File: src/rtl/dacbus_pkg.sv
package dacbus_pkg;

  typedef enum logic [1:0] {
    OP_WR   = 2'b00,
    OP_WRLD = 2'b01,
    OP_LD   = 2'b10,
    OP_RD   = 2'b11
  } op_e;

  typedef enum logic [2:0] {
    ST_IDLE, ST_WCS, ST_WHOLD, ST_LOAD, ST_RSET, ST_RCS, ST_RFLT, ST_RST
  } st_e;

  typedef struct packed {
    logic cs_n;
    logic rw_n;
    logic ld_n;
    logic rst_n;
    logic oe;
  } strobe_t;

  localparam strobe_t STRB_IDLE = '{cs_n: 1'b1, rw_n: 1'b1, ld_n: 1'b1, rst_n: 1'b1, oe: 1'b0};

  function automatic int unsigned ns2cyc(input int unsigned ns, input int unsigned clk_ns);
    int unsigned c;
    c = (ns + clk_ns - 1) / clk_ns;
    return (c == 0) ? 1 : c;
  endfunction

  function automatic int unsigned umax(input int unsigned a, input int unsigned b);
    return (a > b) ? a : b;
  endfunction

endpackage

File: src/rtl/dacbus_timer.sv
module dacbus_timer #(
  parameter int unsigned CW = 5
) (
  input  logic          clk,
  input  logic          rst_n,
  input  logic          load,
  input  logic [CW-1:0] load_val,
  output logic          done
);

  logic [CW-1:0] cnt_q, cnt_d;

  always_comb begin
    cnt_d = cnt_q;
    if (load)
      cnt_d = load_val;
    else if (cnt_q != '0)
      cnt_d = cnt_q - 1'b1;
  end

  always_ff @(posedge clk or negedge rst_n) begin
    if (!rst_n) cnt_q <= '0;
    else        cnt_q <= cnt_d;
  end

  assign done = (cnt_q == '0);

  // each phase starts from the length requested for it
  assert_timer_load_R2: assert property (@(posedge clk) disable iff (!rst_n)
    load |=> (cnt_q == $past(load_val)));

endmodule

File: src/rtl/dacbus_seq.sv
module dacbus_seq
  import dacbus_pkg::*;
#(
  parameter int unsigned CW     = 5,
  parameter int unsigned C_WCS  = 5,
  parameter int unsigned C_HOLD = 1,
  parameter int unsigned C_LWD  = 5,
  parameter int unsigned C_RDS  = 1,
  parameter int unsigned C_RCS  = 20,
  parameter int unsigned C_DZ   = 10,
  parameter int unsigned C_RST  = 5
) (
  input  logic          clk,
  input  logic          rst_n,
  input  logic          cmd_valid,
  input  logic [1:0]    cmd_op,
  input  logic          reset_req,
  input  logic          tmr_done,
  output logic          tmr_load,
  output logic [CW-1:0] tmr_val,
  output logic          cmd_ready,
  output logic          busy,
  output logic          accept,
  output logic          capture,
  output strobe_t       strb
);

  st_e     state_q, state_d;
  logic    ldp_q, ldp_d;
  strobe_t strb_q, strb_d;
  op_e     op;

  assign op        = op_e'(cmd_op);
  assign cmd_ready = (state_q == ST_IDLE) && !reset_req;
  assign accept    = cmd_valid && cmd_ready;
  assign busy      = (state_q != ST_IDLE);
  assign strb      = strb_q;

  function automatic strobe_t decode(input st_e s);
    strobe_t o;
    o = STRB_IDLE;
    case (s)
      ST_WCS:   begin o.cs_n = 1'b0; o.rw_n = 1'b0; o.oe = 1'b1; end
      ST_WHOLD: begin o.rw_n = 1'b0; o.oe = 1'b1; end
      ST_LOAD:  o.ld_n  = 1'b0;
      ST_RCS:   o.cs_n  = 1'b0;
      ST_RST:   o.rst_n = 1'b0;
      default:  ;
    endcase
    return o;
  endfunction

  always_comb begin
    state_d = state_q;
    ldp_d   = ldp_q;
    tmr_val = '0;
    capture = 1'b0;
    case (state_q)
      ST_IDLE: begin
        if (reset_req) begin
          state_d = ST_RST;   tmr_val = CW'(C_RST - 1);
        end else if (accept) begin
          ldp_d = (op == OP_WRLD);
          case (op)
            OP_WR, OP_WRLD: begin state_d = ST_WCS;  tmr_val = CW'(C_WCS - 1); end
            OP_LD:          begin state_d = ST_LOAD; tmr_val = CW'(C_LWD - 1); end
            default:        begin state_d = ST_RSET; tmr_val = CW'(C_RDS - 1); end
          endcase
        end
      end
      ST_WCS:   if (tmr_done) begin state_d = ST_WHOLD; tmr_val = CW'(C_HOLD - 1); end
      ST_WHOLD: if (tmr_done) begin
        if (ldp_q) begin state_d = ST_LOAD; tmr_val = CW'(C_LWD - 1); end
        else       state_d = ST_IDLE;
      end
      ST_LOAD:  if (tmr_done) state_d = ST_IDLE;
      ST_RSET:  if (tmr_done) begin state_d = ST_RCS; tmr_val = CW'(C_RCS - 1); end
      ST_RCS:   if (tmr_done) begin
        state_d = ST_RFLT; tmr_val = CW'(C_DZ - 1); capture = 1'b1;
      end
      ST_RFLT:  if (tmr_done) state_d = ST_IDLE;
      ST_RST:   if (tmr_done) state_d = ST_IDLE;
      default:  state_d = ST_IDLE;
    endcase
    tmr_load = (state_d != state_q);
    strb_d   = decode(state_d);
  end

  always_ff @(posedge clk or negedge rst_n) begin
    if (!rst_n) begin
      state_q <= ST_IDLE;
      ldp_q   <= 1'b0;
      strb_q  <= STRB_IDLE;
    end else begin
      state_q <= state_d;
      ldp_q   <= ldp_d;
      strb_q  <= strb_d;
    end
  end

  // the load strobe never overlaps a chip-select window
  assert_no_load_in_cs_R5: assert property (@(posedge clk) disable iff (!rst_n)
    !(!strb_q.cs_n && !strb_q.ld_n));
  // a taken command makes the block busy and closes the handshake
  assert_accept_busy_R2: assert property (@(posedge clk) disable iff (!rst_n)
    accept |=> (busy && !cmd_ready));
  // when a write's chip-select rises, read/write is still low
  assert_wr_hold_R4: assert property (@(posedge clk) disable iff (!rst_n)
    ($rose(strb_q.cs_n) && strb_q.oe) |-> !strb_q.rw_n);
  // the capture edge ends a read chip-select window
  assert_capture_cs_R8: assert property (@(posedge clk) disable iff (!rst_n)
    capture |-> (!strb_q.cs_n && strb_q.rw_n && !strb_q.oe) ##1 strb_q.cs_n);
  // the converter reset pulse is part of a busy sequence
  assert_dac_rst_busy_R10: assert property (@(posedge clk) disable iff (!rst_n)
    !strb_q.rst_n |-> busy);

endmodule

File: src/rtl/dacbus_capture.sv
module dacbus_capture #(
  parameter int unsigned DW = 12
) (
  input  logic          clk,
  input  logic          rst_n,
  input  logic          cap,
  input  logic [DW-1:0] bus_in,
  output logic [DW-1:0] rd_data,
  output logic          rd_done
);

  logic [DW-1:0] word_q, word_d;
  logic          done_q;

  always_comb begin
    word_d = word_q;
    if (cap) word_d = bus_in;
  end

  always_ff @(posedge clk or negedge rst_n) begin
    if (!rst_n) begin
      word_q <= '0;
      done_q <= 1'b0;
    end else begin
      word_q <= word_d;
      done_q <= cap;
    end
  end

  assign rd_data = word_q;
  assign rd_done = done_q;

  // the read word changes only on a capture edge
  assert_rd_hold_R8: assert property (@(posedge clk) disable iff (!rst_n)
    !cap |=> $stable(word_q));
  // done is a single-cycle pulse
  assert_done_pulse_R8: assert property (@(posedge clk) disable iff (!rst_n)
    done_q |=> !done_q);

endmodule

File: src/rtl/dacbus_host.sv
module dacbus_host
  import dacbus_pkg::*;
#(
  parameter int unsigned DW       = 12,
  parameter int unsigned CLK_NS   = 10,
  parameter int unsigned WCS_NS   = 50,
  parameter int unsigned HOLD_NS  = 5,
  parameter int unsigned LWD_NS   = 50,
  parameter int unsigned RDS_NS   = 10,
  parameter int unsigned RCS_NS   = 200,
  parameter int unsigned VALID_NS = 160,
  parameter int unsigned FLOAT_NS = 100,
  parameter int unsigned RST_NS   = 50
) (
  input  logic          clk,
  input  logic          rst_n,
  input  logic          cmd_valid,
  output logic          cmd_ready,
  input  logic [1:0]    cmd_op,
  input  logic [DW-1:0] cmd_data,
  input  logic          reset_req,
  output logic          busy,
  output logic [DW-1:0] rd_data,
  output logic          rd_done,
  output logic [DW-1:0] bus_out,
  output logic          bus_oe,
  input  logic [DW-1:0] bus_in,
  output logic          cs_n,
  output logic          rw_n,
  output logic          ld_n,
  output logic          dac_rst_n
);

  localparam int unsigned C_WCS  = ns2cyc(WCS_NS, CLK_NS);
  localparam int unsigned C_HOLD = ns2cyc(HOLD_NS, CLK_NS);
  localparam int unsigned C_LWD  = ns2cyc(LWD_NS, CLK_NS);
  localparam int unsigned C_RDS  = ns2cyc(RDS_NS, CLK_NS);
  localparam int unsigned C_RCS  = ns2cyc(umax(RCS_NS, VALID_NS), CLK_NS);
  localparam int unsigned C_DZ   = ns2cyc(FLOAT_NS, CLK_NS);
  localparam int unsigned C_RST  = ns2cyc(RST_NS, CLK_NS);
  localparam int unsigned C_MAX  = umax(umax(umax(C_WCS, C_HOLD), umax(C_LWD, C_RDS)),
                                        umax(umax(C_RCS, C_DZ), C_RST));
  localparam int unsigned CW     = $clog2(C_MAX + 1);

  logic          rs1_q, rs2_q, srst_n;
  logic          tmr_load, tmr_done, accept, capture;
  logic [CW-1:0] tmr_val;
  logic [DW-1:0] wdata_q, wdata_d;
  strobe_t       strb;

  // reset asserts at once, releases on a clock edge
  always_ff @(posedge clk or negedge rst_n) begin
    if (!rst_n) begin
      rs1_q <= 1'b0;
      rs2_q <= 1'b0;
    end else begin
      rs1_q <= 1'b1;
      rs2_q <= rs1_q;
    end
  end
  assign srst_n = rs2_q;

  always_comb begin
    wdata_d = wdata_q;
    if (accept && (cmd_op[1] == 1'b0)) wdata_d = cmd_data;
  end

  always_ff @(posedge clk or negedge srst_n) begin
    if (!srst_n) wdata_q <= '0;
    else         wdata_q <= wdata_d;
  end

  dacbus_timer #(.CW(CW)) u_timer (
    .clk(clk), .rst_n(srst_n), .load(tmr_load), .load_val(tmr_val), .done(tmr_done)
  );

  dacbus_seq #(
    .CW(CW), .C_WCS(C_WCS), .C_HOLD(C_HOLD), .C_LWD(C_LWD), .C_RDS(C_RDS),
    .C_RCS(C_RCS), .C_DZ(C_DZ), .C_RST(C_RST)
  ) u_seq (
    .clk(clk), .rst_n(srst_n), .cmd_valid(cmd_valid), .cmd_op(cmd_op),
    .reset_req(reset_req), .tmr_done(tmr_done), .tmr_load(tmr_load),
    .tmr_val(tmr_val), .cmd_ready(cmd_ready), .busy(busy), .accept(accept),
    .capture(capture), .strb(strb)
  );

  dacbus_capture #(.DW(DW)) u_cap (
    .clk(clk), .rst_n(srst_n), .cap(capture), .bus_in(bus_in),
    .rd_data(rd_data), .rd_done(rd_done)
  );

  assign bus_out   = wdata_q;
  assign bus_oe    = strb.oe;
  assign cs_n      = strb.cs_n;
  assign rw_n      = strb.rw_n;
  assign ld_n      = strb.ld_n;
  assign dac_rst_n = strb.rst_n;

  // the driven word does not change while a write chip-select is low
  assert_wr_data_stable_R3: assert property (@(posedge clk) disable iff (!srst_n)
    (!cs_n && $past(!cs_n)) |-> $stable(bus_out));

endmodule

File: config.mk
export PLATFORM = sky130hd
export DESIGN_NAME = dacbus_host
export DESIGN_NICKNAME = d
export VERILOG_FILES = /design/src/rtl/dacbus_pkg.sv /design/src/rtl/dacbus_timer.sv /design/src/rtl/dacbus_seq.sv /design/src/rtl/dacbus_capture.sv /design/src/rtl/dacbus_host.sv
export SDC_FILE = /design/constraint.sdc
export NUM_CORES = 1
export LEC_CHECK = 0
export ABC_CLOCK_PERIOD_IN_PS = 1400
export BUFFER_PORTS_ARGS = -buffer_cell sky130_fd_sc_hd__buf_2
export CORE_MARGIN = 4
export CORE_UTILIZATION = 47
export CTS_CLUSTER_SIZE = 30
export DETAILED_ROUTE_END_ITERATION = 16
export GPL_TIMING_DRIVEN = 0
export PLACE_DENSITY_LB_ADDON = 0.15
export SLEW_MARGIN = 0
export SYNTH_ARGS = -nofsm -noshare
export SYNTH_HDL_FRONTEND = slang
export SYNTH_SLANG_ARGS = --single-unit
File: constraint.sdc
create_clock -name clk -period 1.4 [get_ports clk]
set_input_delay 0.21 -clock clk [delete_from_list [all_inputs] [get_ports clk]]
set_output_delay 0.21 -clock clk [all_outputs]
set_load 0.005 [all_outputs]
# --- After elaboration in Yosys (flattened, before gate mapping) ---
# Cells that the tools add are included.
word_totals:
  reg_bits: 41
  output_inout_bits: 32
classes:
  addsub: 1
  eq_ne: 15
  muxes: 27
  bitwise_logic: 2
  reduce_logical: 16
ops:
  columns: ["operator", "n"]
  rows:
  - ["5-bit two-way mux", 6]
  - ["3-bit two-way mux", 9]
  - ["5-bit one-hot mux with 4 select lines", 1]
  - ["3-bit equality test (second input constant)", 6]
  - ["3-bit one-hot mux with 6 select lines", 1]
  - ["3-bit by 2-bit equality test with 1-bit output (second input constant)", 4]
  - ["1-bit two-way mux", 7]
  - ["3-bit by 1-bit equality test with 1-bit output (second input constant)", 2]
  - ["3-bit one-hot mux with 2 select lines", 1]
  - ["2-bit OR reduction", 3]
  - ["3-bit OR reduction", 2]
  - ["5-bit logical NOT", 1]
  - ["5-bit nonzero test", 1]
  - ["5-bit by 1-bit subtractor with 5-bit output (second input constant)", 1]
  - ["4-bit two-way mux", 1]
  - ["1-bit logical AND", 3]
  - ["3-bit logical NOT", 1]
  - ["3-bit != test", 1]
  - ["3-bit AND reduction", 1]
  - ["3-bit nonzero test", 1]
  - ["2-bit by 1-bit equality test with 1-bit output (second input constant)", 1]
  - ["2-bit equality test (second input constant)", 1]
  - ["2-bit logical NOT", 1]
  - ["2-bit two-way mux", 1]
  - ["other kinds (3)", 4]

# --- Depth between registers and ports, before layout ---
logic_depth:
  depth_word: 9
  ltp_mapped: 7
  ltp_nobuf: 7

# --- By module ---
# From an unflattened synthesis, not the netlist that was laid out.
hier_totals:
  cells_unflattened: 139
  area_unflattened_um2: 1899.3
by_module_without_submodules:
  columns: ["mod", "instances", "cells_each", "area_each_um2", "seq_area_each_um2"]
  rows:
  - ["dacbus_host", 1, 29, 560.5, 350.3]
  - ["dacbus_seq", 1, 57, 550.5, 230.2]
  - ["dacbus_capture", 1, 26, 509.2, 325.3]
  - ["dacbus_timer", 1, 27, 279.0, 125.1]

# --- Worst setup path after synthesis ---
# Ideal clock, no wire load.
synth_timing:
  path_kind: "register -> register"
  startpoint: "register u_timer.cnt_q[0]"
  endpoint: "register u_cap.word_q[0] (netlist: u_cap.rd_data[0])"
  setup_time_ps: 125
  arrival_ps: 1785
  required_time_ps: 1275
  slack_ps: -510
  path_stages_with_launch: 8
  path_buffers: 1
  period_less_slack_ps: 1910
  path_cell_list: "dfrtp_1 > inv_1 > ha_1 > or4b_4 > nor2_4 > nand3_4 > buf_6 > mux2_4"
synth_via:
  elab_chain_len: 3
synth_lines:
  columns: ["item", "line", "rtl"]
  rows:
  - ["start: declaration", "dacbus_timer.sv:11", "logic [CW-1:0] cnt_q, cnt_d;"]
  - ["start signal: assignment", "dacbus_timer.sv:23", "else cnt_q <= cnt_d;"]
  - ["5-bit logical NOT", "dacbus_timer.sv:26", "assign done = (cnt_q == '0);"]
  - ["1-bit two-way mux", "dacbus_seq.sv:78", "ST_RCS: if (tmr_done) begin"]
  - ["1-bit two-way mux", "dacbus_seq.sv:58", "case (state_q)"]
  - ["end signal: assignment", "dacbus_capture.sv:25", "word_q <= word_d;"]
  - ["end: declaration", "dacbus_capture.sv:12", "logic [DW-1:0] word_q, word_d;"]
# Every way passes these cells.
# A chain may end at the register's enable or synchronous reset.

# --- Worst setup path after layout ---
layout_timing:
  startpoint: "register u_timer.cnt_q[1]"
  endpoint: "register u_cap.word_q[11] (netlist: u_cap.rd_data[11])"
# The elaborated chain is that of the path after synthesis.

==> results.md <==
* # fillers at ~300
* Via-to-Cell Ratio at 5.06
* Final antenna diode count at 0
* Max cap viols at 0
* First DRT Iteration DRCs at 43
* Yosys warning total at 0
* Antenna violations before repair at 0
* Post-synth ARST share at 1.00
* Dpl cells at 252
* Final Net Count at 269
* Final std cells w/o fill at 286
* Worst setup path startpoint: u_timer.cnt_q[1]$_DFFE_PN0P_
* Leading area contributor after synthesis: dfrtp_1
* Power, Total at 0.00595 W
* Avg WL per Cell at 15.4 um
* Top cells by count, synth: dfrtp_1, mux2_2, nand2_1, o21ai_0, mux2_4
* EDFF count, synth at 0
* Critical Path Source Type: flop
* DIE AREA at 5040 um2
* Residual DRC at 0
* Synth top area share at 0.497
* Hold Crit Class: input pin to flop
* Crit end category: flop
* Fmax at 0.521 GHz
* Worst-margin pin slew at 812 ps
* Hpwl dp at 2960 um
* Worst setup path category: flop to flop
* Worst hold path startpoint: bus_in[10]
* Final worst-path cycle share at 1.37
* Failing checks: negative setup slack
* Rows at 22
* Setup violators final at 40
* Synth Instances at between 100 and 150
* Worst-path cell chain: inv_2 -> ha_4 -> or4b_4 -> nor2_4 -> nand3_4 -> buf_12 -> mux2_4
* Layout cell share with drive strength beyond 1 at 0.639
* Die Y at 71.0 um
* Count leader, synth: dfrtp_1
* Root buffer cell: clkbuf_8
* CTS tree: done
* Synth unique cells at between 40 and 50
* Seq cells post-synth at ~40
* Starting density of the core at 0.498
* RSZ-0062 raised after global routing: yes
* Core area at 3740 um2
* Clk_lat worst skew at about 290 ps
* GRT Util Overall at 0.177
* Final instance area at 2660 um2
* WP data required at around 1600 ps
* Tmin final at 1920 ps
* Pin count of the biggest net entering global routing at 40
* Die X at 71.0 um
* Placer Congestion at 0.806
* First-pass GRT wire length at approximately 7000 um
* Status: finished, violations left
* CTS Buf Count at 5
* H-tree Lvls at 2
* WP data arrival at 2090 ps
* CP Max Fanout at 10
* Register area share after synthesis at 0.553
* Primary FF master, synth: dfrtp_1
* Syn_nets at roughly 180
* Area after DPL at approximately 2300 um2
* Worst slew margin at 0.459
* Total congestion overflow at 0
* Sink Count at 41
* Ports at 62
* Final Max Tran Viols at 0
* Largest stage delay on the critical path at between 500 and 600 ps
* Clock Path Buffers at 2
* Worst flop-to-flop path startpoint: u_timer.cnt_q[1]$_DFFE_PN0P_
* Reg clk slew, reported paths at 80 ps
* Vias in the first global route at around 1600
* CP max stage cell: or4b_4
* Lkg Pwr at 1.32 nW
* Avg Inst Size Synth at 13.0 um2
* Power density cells at 2240 nW/um2
* Final worst slack at -519 ps
* Cell Area, Synth at 1860 um2
* Final Skew at 11.3 ps
* Port Buffers at 61
* Final Hold Vio Count at 0
* DRT antenna net count at 0
* DR vias at between 1000 and 1500
* Area Overhead vs Synth at 42.6%
* VDD IR max at about 1.4 mV
* Largest cells by area after synthesis: dfrtp_1, mux2_2, mux2_4
* Drt first pass iters at 4
* Post-Route WL at approximately 4400 um
==> cells in the final DEF (no fill, tap or decap), types with 2 or more instances in the layout <==
cell,count
mux2_4,8
nand2_2,3
a21oi_1,3
nand2b_1,2
inv_2,3
buf_6,6
dfstp_2,4
xor2_1,3
o21ai_4,2
mux2_2,16
buf_2,60
inv_1,4
dfrtp_1,35
o21ai_0,7
buf_4,23
nor3_1,2
nand2_1,6
nor2_1,4
a31oi_1,2
dfrtp_2,2
clkbuf_8,5
==> cells by family after synthesis <==
logic type / share of synthesized area
compound gates: 0.0786
flops: 0.553
xor+xnor: 0.0141
fa+ha+maj: 0.0134
simple gates: 0.133
other cells: 0.00201
buf+inv: 0.0390
mux: 0.167
==> layer usage <==
| layer | up-vias | share of wire | track usage |
|---|---|---|---|
| li1 | 693 | - | - |
| met1 | 710 | 0.36 | 0.191 |
| met2 | 43 | 0.56 | 0.329 |
| met3 | 2 | 0.068 | 0.0582 |
| met4 | 0 | 0.0032 | 0.0480 |
| met5 | - | 0 | 0 |
==> where the power goes <==
group	leakage [nW]	switching, W	total (W)	internal [W]
logic	0.771	0.00129	0.00297	0.00169
clock network	0.0552	0.000373	0.000902	0.000529
registers	0.498	0.000356	0.00207	0.00171
total	1.32	0.00201	0.00595	0.00393
==> sequential cells by signal, indices dropped and copies added (netlist names) <==
signal and flops:
u_timer.cnt_q 5, u_seq.ldp_q 1, u_seq.strb 5, rs2_q 1, rs1_q 1, u_cap.rd_data 12, bus_out 12, u_seq.state_q 3
u_cap.rd_done 1
==> stage by stage <==
stage | hold WS [ps] | utilization | setup TNS [ps] | setup slack, ps
4_1_cts | 144 | 0.688 | -12550 | -523
2_1_floorplan | -85.6 | - | -9680 | -490
6_report | 145 | 0.710 | -13140 | -519
3_5_place_dp | -3.24 | 0.603 | -15530 | -640
3_3_place_gp | -5.93 | 0.603 | -19500 | -598
5_1_grt | 131 | 0.710 | -15570 | -588
==> timing repair <==
action	4_1_cts	5_1_grt
setup endpoints to repair	40	40
gates resized for setup	15	10
pin swaps	6	4
hold endpoints to repair	2	0
hold buffers	1	0
buffers inserted	19	6
==> worst max-delay path, delay by kind of cell (launching register included) <==
kind / cells / cell delay [ps]
flip-flops: 1 / 390
multiplexers: 1 / 290
AND/OR/NAND/NOR: 3 / 740
buffers and inverters: 2 / 250
adder cells (fa/ha/maj): 1 / 140
==> area by class of cell <==
cell class,count,area (um2),area share
Buffer,5,65.1,0.0245
Clock buffer,6,72.6,0.0273
Clock inverter,2,35.0,0.0132
Inverter,7,26.3,0.00989
Multi-Input combinational cell,90,845,0.318
Sequential cell,41,1030,0.389
Tap cell,48,60.1,0.0226
Timing Repair Buffer,87,520,0.196
==> final timing paths <==
| kind | to | slack (ps) | cells after the start |
|---|---|---|---|
| worst max-delay path | u_cap.rd_data[11]$_DFFE_PN0P_ | -520 | 7 |
| max in group asynchronous | u_seq.state_q[0]$_DFF_PN0_ | 470 | 0 |
| worst min-delay path | u_cap.rd_data[10]$_DFFE_PN0P_ | 150 | 2 |
| worst min register to register | u_timer.cnt_q[3]$_DFFE_PN0P_ | 360 | 0 |
| min in group asynchronous | rs2_q$_DFF_PN0_ | 230 | 2 |
| worst max register to register | u_cap.rd_data[11]$_DFFE_PN0P_ | -520 | 7 |
(Power assumes the default switching activity.)
